===== config.mk =====
export PLATFORM = sky130hd
export DESIGN_NAME = xlat_cache
export DESIGN_NICKNAME = d
export VERILOG_FILES = /design/src/rtl/xlat_pkg.sv /design/src/rtl/xlat_match.sv /design/src/rtl/xlat_plru.sv /design/src/rtl/xlat_cache.sv
export SDC_FILE = /design/constraint.sdc
export NUM_CORES = 2
export LEC_CHECK = 0
export BUFFER_PORTS_ARGS = -buffer_cell sky130_fd_sc_hd__buf_2
export CORE_MARGIN = 2
export CORE_UTILIZATION = 40
export CTS_CLUSTER_DIAMETER = 50
export DETAILED_ROUTE_END_ITERATION = 8
export SLEW_MARGIN = 10
export SYNTH_ARGS = -nofsm -noshare
export SYNTH_HDL_FRONTEND = slang
export SYNTH_SLANG_ARGS = --single-unit

===== constraint.sdc =====
create_clock -name clk -period 7.9 [get_ports clk]
set_input_delay 0.79 -clock clk [delete_from_list [all_inputs] [get_ports clk]]
set_output_delay 0.79 -clock clk [all_outputs]
set_load 0.02 [all_outputs]

===== src/rtl/xlat_pkg.sv =====
`timescale 1ns/1ps
package xlat_pkg;

    typedef enum logic [1:0] {
        RSP_IDLE = 2'd0,
        RSP_HIT  = 2'd1,
        RSP_MISS = 2'd2
    } rsp_state_e;

    typedef enum logic [1:0] {
        MNT_NONE    = 2'd0,
        MNT_FILL    = 2'd1,
        MNT_INV_ONE = 2'd2,
        MNT_INV_ALL = 2'd3
    } mnt_op_e;

    // Invalidates outrank fills; invalidate-all outranks single invalidate.
    function automatic mnt_op_e mnt_decode(input logic fill, input logic inv1, input logic inva);
        if (inva)      return MNT_INV_ALL;
        else if (inv1) return MNT_INV_ONE;
        else if (fill) return MNT_FILL;
        else           return MNT_NONE;
    endfunction

endpackage


===== src/rtl/xlat_match.sv =====
`timescale 1ns/1ps
module xlat_match #(
    parameter int WAYS  = 4,
    parameter int TAG_W = 8,
    localparam int WAY_W = $clog2(WAYS)
) (
    input  logic [WAYS-1:0]            row_valid,
    input  logic [WAYS-1:0][TAG_W-1:0] row_tag,
    input  logic [TAG_W-1:0]           key_tag,
    output logic                       hit,
    output logic [WAY_W-1:0]           hit_way
);

    logic [WAYS-1:0] hit_vec;

    genvar w;
    generate
        for (w = 0; w < WAYS; w++) begin : g_cmp
            assign hit_vec[w] = row_valid[w] && (row_tag[w] == key_tag);
        end
    endgenerate

    assign hit = |hit_vec;

    // At most one way matches, since fills never duplicate a VPN.
    always_comb begin
        hit_way = '0;
        for (int i = 0; i < WAYS; i++) begin
            if (hit_vec[i]) hit_way = WAY_W'(i);
        end
    end

endmodule


===== src/rtl/xlat_plru.sv =====
`timescale 1ns/1ps
module xlat_plru #(
    parameter int SETS = 16,
    parameter int WAYS = 4,
    localparam int IDX_W = $clog2(SETS),
    localparam int WAY_W = $clog2(WAYS)
) (
    input  logic             clk,
    input  logic             rst_n,
    input  logic             a_en,
    input  logic [IDX_W-1:0] a_set,
    input  logic [WAY_W-1:0] a_way,
    input  logic             b_en,
    input  logic [IDX_W-1:0] b_set,
    input  logic [WAY_W-1:0] b_way,
    input  logic [IDX_W-1:0] rd_set,
    output logic [WAY_W-1:0] victim
);

    localparam int NODES = WAYS - 1;

    logic [NODES-1:0] tree_q [SETS];
    logic [NODES-1:0] tree_d [SETS];

    function automatic logic [NODES-1:0] tree_touch(input logic [NODES-1:0] t,
                                                    input logic [WAY_W-1:0] way);
        logic [NODES-1:0] r;
        int n;
        r = t;
        n = 0;
        for (int l = 0; l < WAY_W; l++) begin
            logic b;
            b = way[WAY_W-1-l];
            r[WAY_W'(n)] = ~b;
            n = 2 * n + 1 + int'(b);
        end
        return r;
    endfunction

    function automatic logic [WAY_W-1:0] tree_pick(input logic [NODES-1:0] t);
        logic [WAY_W-1:0] v;
        int n;
        v = '0;
        n = 0;
        for (int l = 0; l < WAY_W; l++) begin
            logic b;
            b = t[WAY_W'(n)];
            v[WAY_W-1-l] = b;
            n = 2 * n + 1 + int'(b);
        end
        return v;
    endfunction

    genvar s;
    generate
        for (s = 0; s < SETS; s++) begin : g_set
            always_comb begin
                logic [NODES-1:0] t1;
                t1 = tree_q[s];
                if (a_en && (a_set == IDX_W'(s))) t1 = tree_touch(t1, a_way);
                if (b_en && (b_set == IDX_W'(s))) t1 = tree_touch(t1, b_way);
                tree_d[s] = t1;
            end
        end
    endgenerate

    always_ff @(posedge clk or negedge rst_n) begin
        if (!rst_n) begin
            for (int i = 0; i < SETS; i++) tree_q[i] <= '0;
        end else begin
            for (int i = 0; i < SETS; i++) tree_q[i] <= tree_d[i];
        end
    end

    assign victim = tree_pick(tree_q[rd_set]);

endmodule


===== src/rtl/xlat_cache.sv =====
`timescale 1ns/1ps
module xlat_cache
    import xlat_pkg::*;
#(
    parameter int VPN_W = 20,
    parameter int PTE_W = 32,
    parameter int SETS  = 16,
    parameter int WAYS  = 4
) (
    input  logic             clk,
    input  logic             rst_n,
    input  logic             lk_valid,
    input  logic [VPN_W-1:0] lk_vpn,
    input  logic             fill_valid,
    input  logic [VPN_W-1:0] fill_vpn,
    input  logic [PTE_W-1:0] fill_pte,
    input  logic             inv_one,
    input  logic [VPN_W-1:0] inv_vpn,
    input  logic             inv_all,
    output logic             rsp_valid,
    output logic             rsp_hit,
    output logic [PTE_W-1:0] rsp_pte
);

    localparam int IDX_W = $clog2(SETS);
    localparam int TAG_W = VPN_W - IDX_W;
    localparam int WAY_W = $clog2(WAYS);

    // Entry storage: one PTE per way, no byte offset.
    logic [SETS-1:0][WAYS-1:0]            valid_q;
    logic [SETS-1:0][WAYS-1:0][TAG_W-1:0] tag_q;
    logic [SETS-1:0][WAYS-1:0][PTE_W-1:0] pte_q;

    // VPN split: low bits pick the set, the rest is the tag.
    logic [IDX_W-1:0] lk_set, fl_set, iv_set;
    logic [TAG_W-1:0] lk_tag, fl_tag, iv_tag;

    assign lk_set = lk_vpn[IDX_W-1:0];
    assign lk_tag = lk_vpn[VPN_W-1:IDX_W];
    assign fl_set = fill_vpn[IDX_W-1:0];
    assign fl_tag = fill_vpn[VPN_W-1:IDX_W];
    assign iv_set = inv_vpn[IDX_W-1:0];
    assign iv_tag = inv_vpn[VPN_W-1:IDX_W];

    logic             lk_hit, fl_hit, iv_hit;
    logic [WAY_W-1:0] lk_way, fl_way, iv_way;

    xlat_match #(.WAYS(WAYS), .TAG_W(TAG_W)) u_lk_match (
        .row_valid (valid_q[lk_set]),
        .row_tag   (tag_q[lk_set]),
        .key_tag   (lk_tag),
        .hit       (lk_hit),
        .hit_way   (lk_way)
    );

    xlat_match #(.WAYS(WAYS), .TAG_W(TAG_W)) u_fl_match (
        .row_valid (valid_q[fl_set]),
        .row_tag   (tag_q[fl_set]),
        .key_tag   (fl_tag),
        .hit       (fl_hit),
        .hit_way   (fl_way)
    );

    xlat_match #(.WAYS(WAYS), .TAG_W(TAG_W)) u_iv_match (
        .row_valid (valid_q[iv_set]),
        .row_tag   (tag_q[iv_set]),
        .key_tag   (iv_tag),
        .hit       (iv_hit),
        .hit_way   (iv_way)
    );

    // Maintenance action for this cycle.
    mnt_op_e mnt_op;
    assign mnt_op = mnt_decode(fill_valid, inv_one, inv_all);

    // Lowest-numbered empty way in the fill set.
    logic             fl_has_free;
    logic [WAY_W-1:0] fl_free_way;

    always_comb begin
        fl_has_free = 1'b0;
        fl_free_way = '0;
        for (int w = WAYS - 1; w >= 0; w--) begin
            if (!valid_q[fl_set][w]) begin
                fl_has_free = 1'b1;
                fl_free_way = WAY_W'(w);
            end
        end
    end

    logic [WAY_W-1:0] fl_victim;
    logic [WAY_W-1:0] fl_target;

    xlat_plru #(.SETS(SETS), .WAYS(WAYS)) u_plru (
        .clk    (clk),
        .rst_n  (rst_n),
        .a_en   (lk_valid && lk_hit),
        .a_set  (lk_set),
        .a_way  (lk_way),
        .b_en   (mnt_op == MNT_FILL),
        .b_set  (fl_set),
        .b_way  (fl_target),
        .rd_set (fl_set),
        .victim (fl_victim)
    );

    // Same VPN first, then an empty way, then the tree victim.
    always_comb begin
        if (fl_hit)           fl_target = fl_way;
        else if (fl_has_free) fl_target = fl_free_way;
        else                  fl_target = fl_victim;
    end

    always_ff @(posedge clk or negedge rst_n) begin
        if (!rst_n) begin
            valid_q <= '0;
        end else begin
            unique case (mnt_op)
                MNT_INV_ALL: valid_q <= '0;
                MNT_INV_ONE: if (iv_hit) valid_q[iv_set][iv_way] <= 1'b0;
                MNT_FILL:    valid_q[fl_set][fl_target] <= 1'b1;
                default:     ;
            endcase
        end
    end

    always_ff @(posedge clk) begin
        if (mnt_op == MNT_FILL) begin
            tag_q[fl_set][fl_target] <= fl_tag;
            pte_q[fl_set][fl_target] <= fill_pte;
        end
    end

    // Response state machine.
    rsp_state_e       rsp_q, rsp_d;
    logic [PTE_W-1:0] rsp_pte_q;

    always_comb begin
        unique case (rsp_q)
            RSP_IDLE, RSP_HIT, RSP_MISS:
                rsp_d = !lk_valid ? RSP_IDLE : (lk_hit ? RSP_HIT : RSP_MISS);
            default:
                rsp_d = RSP_IDLE;
        endcase
    end

    always_ff @(posedge clk or negedge rst_n) begin
        if (!rst_n) rsp_q <= RSP_IDLE;
        else        rsp_q <= rsp_d;
    end

    always_ff @(posedge clk or negedge rst_n) begin
        if (!rst_n)                  rsp_pte_q <= '0;
        else if (lk_valid && lk_hit) rsp_pte_q <= pte_q[lk_set][lk_way];
        else                         rsp_pte_q <= '0;
    end

    always_comb begin
        unique case (rsp_q)
            RSP_HIT: begin
                rsp_valid = 1'b1;
                rsp_hit   = 1'b1;
            end
            RSP_MISS: begin
                rsp_valid = 1'b1;
                rsp_hit   = 1'b0;
            end
            default: begin
                rsp_valid = 1'b0;
                rsp_hit   = 1'b0;
            end
        endcase
    end

    assign rsp_pte = rsp_pte_q;

endmodule


==> flow_summary.yaml <==
outcome:
  status: "finished, final reports clean"
clocking:
  clk-insertion-delay-late_ps: 1010
  numCtsBuffers: 382
  htree_levels: 5
  cts_tree: "built"
  clock_path_buffers: 4
  cts.reportedPaths.clkPinSlew_ps: 60
  cts.sinks: 3218
  cts-root-buf: "clkbuf_16"
yosys:
  synth_compound_area_share_pct: 3.53
  yosysWarnings: 0
  yosysUniqueCellTypes: 92
  netlist_area_sq_um: 145000
  synth_top_area_share_pct: 63.7
  synth_xor_area_share_pct: 1.10
  ys_seq_area_share_pct: 66.2
  synth_seq_cells: 3218
  synth_top_family_by_area: "multiplexers"
  synth.largest_area_cell: "edfxtp_1"
  synthSimpleGateAreaFrac_pct: 2.28
  ys_top_cells_by_area: "edfxtp_1, mux4_2, dfrtp_1"
  syn_inst: 7247
  syn_area_per_cell_sq_um: 20.0
  synth_fa_ha_area_share_pct: 0.0432
  synth_edf_count: 3072
  synth_nets: 7350
  ys.flop_type: "edfxtp_1"
  synthMuxAreaShare_pct: 24.8
  ys_async_sr_fraction_pct: 4.54
drt:
  routed_via_density: 6.51
  post-route-drc-count: 0
  wl_per_cell_microns: 39.1
  drt.antenna.violating_nets: 0
  first_pass_iters: 9
  drt_iter0_drc: 11900
  wl_mm: 498
  num_vias: 82800
sta:
  finClkSkew_ps: 100
  setup_violations: 0
  rsz0062_at_grt: "false"
  slew_headroom_pct: 10.9
  worst_pin_slew_ps: 1330
  finalSetupTns_ps: 0
  fmax_mhz: 167
  min_period_ps: 5970
  timing.final.crit_share_pct: 75.6
  slew_viol_final: 0
  finalHoldViolations: 0
place:
  place_congestion: 0.960
  placed_cell_area_sq_um: 154000
  place.detailed.hpwl_mm: 304
  io_buffers: 131
pwr:
  p_seq_share_pct: 47.9
  switching_share_pct: 23.7
  power_density_nw_per_um2: 236
  ir_drop_uv: 194
  switchingPower_w: 0.00928
  intPower_w: 0.0299
  pwr-share-clk_pct: 44.4
  p_leak_nw: 53.1
  p_comb_share_pct: 7.6
  p_total_w: 0.0392
critical_path:
  worstReg2RegStart: "tag_q[707]"
  cp-end-kind: "flip-flop"
  criticalPathCategory: "in2reg"
  timing.rr.end: "valid_q[28]"
  arrival_ps: 6710
  worstPathMaxFanout: 75
  reg2reg_slack_ps: 2330
  start_kind: "input port"
  reg2regPathDepth: 12
  crit_required_ps: 8640
finish:
  layout-drive-gt1-share_pct: 33.7
  area_growth_pct: 14.7
  layout.nets: 7698
  design_area_sq_um: 166000
  final_cell_mix: "edfxtp_1, mux4_2, clkbuf_16"
  final_common_cell: "edfxtp_1"
die:
  die_h_microns: 606
  core_sq_um: 361000
  start_util_pct: 40.1
  fp-row-count: 221
  dieArea_sq_um: 367000
  chipWidth_microns: 606
  io_pins: 132
global_routing:
  track_usage_pct: 26.9
  grt_max_degree: 117
  antenna_found_initial: 30
  grt_pass1_vias: 82300
  grt_pass1_wl_mm: 685
  overflow: 0
min_path:
  hold_path_end: "tag_q[215]"
  min_from: "fill_vpn[11]"
  whs_path_depth: 1
  hp-class: "in2reg"
flow_run:
  maxCapViolCount: 0
[worst max path at each step]
stage,end,startpoint,cells past startpoint,slack [ps]
floorplan,pte_q[32],fill_vpn[0],14,-780
global placement,pte_q[1876],fill_vpn[0],13,1160
detailed placement,pte_q[1512],fill_vpn[0],15,1290
CTS,tag_q[766],fill_vpn[0],15,2310
global route,tag_q[294],fill_vpn[1],13,1980
finish,valid_q[28],inv_vpn[1],14,1930
[cell families after synthesis]
| logic type | count (synthesis) |
|---|---|
| compound gates | 750 |
| xor+xnor | 182 |
| fa+ha+maj | 5 |
| buf+inv | 588 |
| flops | 3218 |
| mux | 1828 |
| simple gates | 676 |
[routing by layer]
metal	vias to the layer above	track usage (%)	share of wire [%]
met1	44300	35.6	38
li1	31700	-	-
met3	1205	6.29	10
met4	18	14.2	6.0
met2	5531	41.5	46
met5	-	0	0.023
[power groups by stage]
stage               registers (W)  clock network (W)  logic [W]
floorplan                  0.0191                  0    0.00171
global placement           0.0191                  0    0.00293
detailed placement         0.0192                  0    0.00295
CTS                        0.0188             0.0176    0.00295
global route               0.0188             0.0183    0.00308
finish                     0.0188             0.0174    0.00298
[Yosys cell counts (all sizes together), types with 6 or more instances]
| library cell | number |
|---|---|
| a2111oi | 9 |
| a211oi | 25 |
| a21boi | 7 |
| a21oi | 182 |
| a221oi | 46 |
| a22o | 70 |
| a22oi | 94 |
| a31oi | 37 |
| and2 | 20 |
| and3 | 19 |
| buf | 344 |
| clkbuf | 201 |
| dfrtp | 146 |
| edfxtp | 3072 |
| inv | 39 |
| mux2 | 63 |
| mux2i | 362 |
| mux4 | 1403 |
| nand2 | 178 |
| nand2b | 19 |
| nand3 | 42 |
| nand4 | 20 |
| nor2 | 229 |
| nor2b | 28 |
| nor3 | 55 |
| nor4 | 35 |
| o2111ai | 10 |
| o211ai | 8 |
| o21a | 18 |
| o21ai | 119 |
| o21bai | 6 |
| o22a | 13 |
| o22ai | 38 |
| o31ai | 18 |
| o32ai | 7 |
| or2 | 6 |
| xnor2 | 138 |
| xor2 | 44 |
[registers in the layout, summed over array words and instances, names as in the netlist]
name,count
pte_q,2048
tag_q,1024
valid_q,64
u_plru.tree_q,48
rsp_pte,32
rsp_q,2
[worst max-delay path: stages]
cell and delay [ps]:
buf_8 530, buf_12 360, buf_4 340, mux4_2 530, mux2i_1 420, o32ai_1 190, nor4_1 350, o221ai_1 560
o22ai_1 540, o41a_2 690, inv_2 100, buf_12 220, o21ai_0 580, o31ai_1 260
[area by class of cell]
class / count / area, sq um
Antenna cell: 17 / 42.5
Clock buffer: 455 / 9930
Clock inverter: 249 / 2580
Fill cell: 30000 / 195000
Inverter: 43 / 171
Multi-Input combinational cell: 3441 / 46600
Sequential cell: 3218 / 95900
Tap cell: 4794 / 6000
Timing Repair Buffer: 509 / 4940
[stage by stage]
stage	worst slack, ps	cells	hold WS [ps]	utilization [%]
2_1_floorplan	-778	7247	424	-
3_3_place_gp	1160	12000	360	42.5
3_5_place_dp	1290	12000	362	42.5
4_1_cts	2310	12700	106	45.9
5_1_grt	1980	12700	146	46.0
6_report	1930	12700	133	46.0
[repair_timing]
action | in CTS | in global routing
gates resized for setup | 0 | 0
hold endpoints to repair | 28 | 0
hold buffers | 1 | 0
setup buffers | 0 | 0
Power figures use the tool's default switching activity.
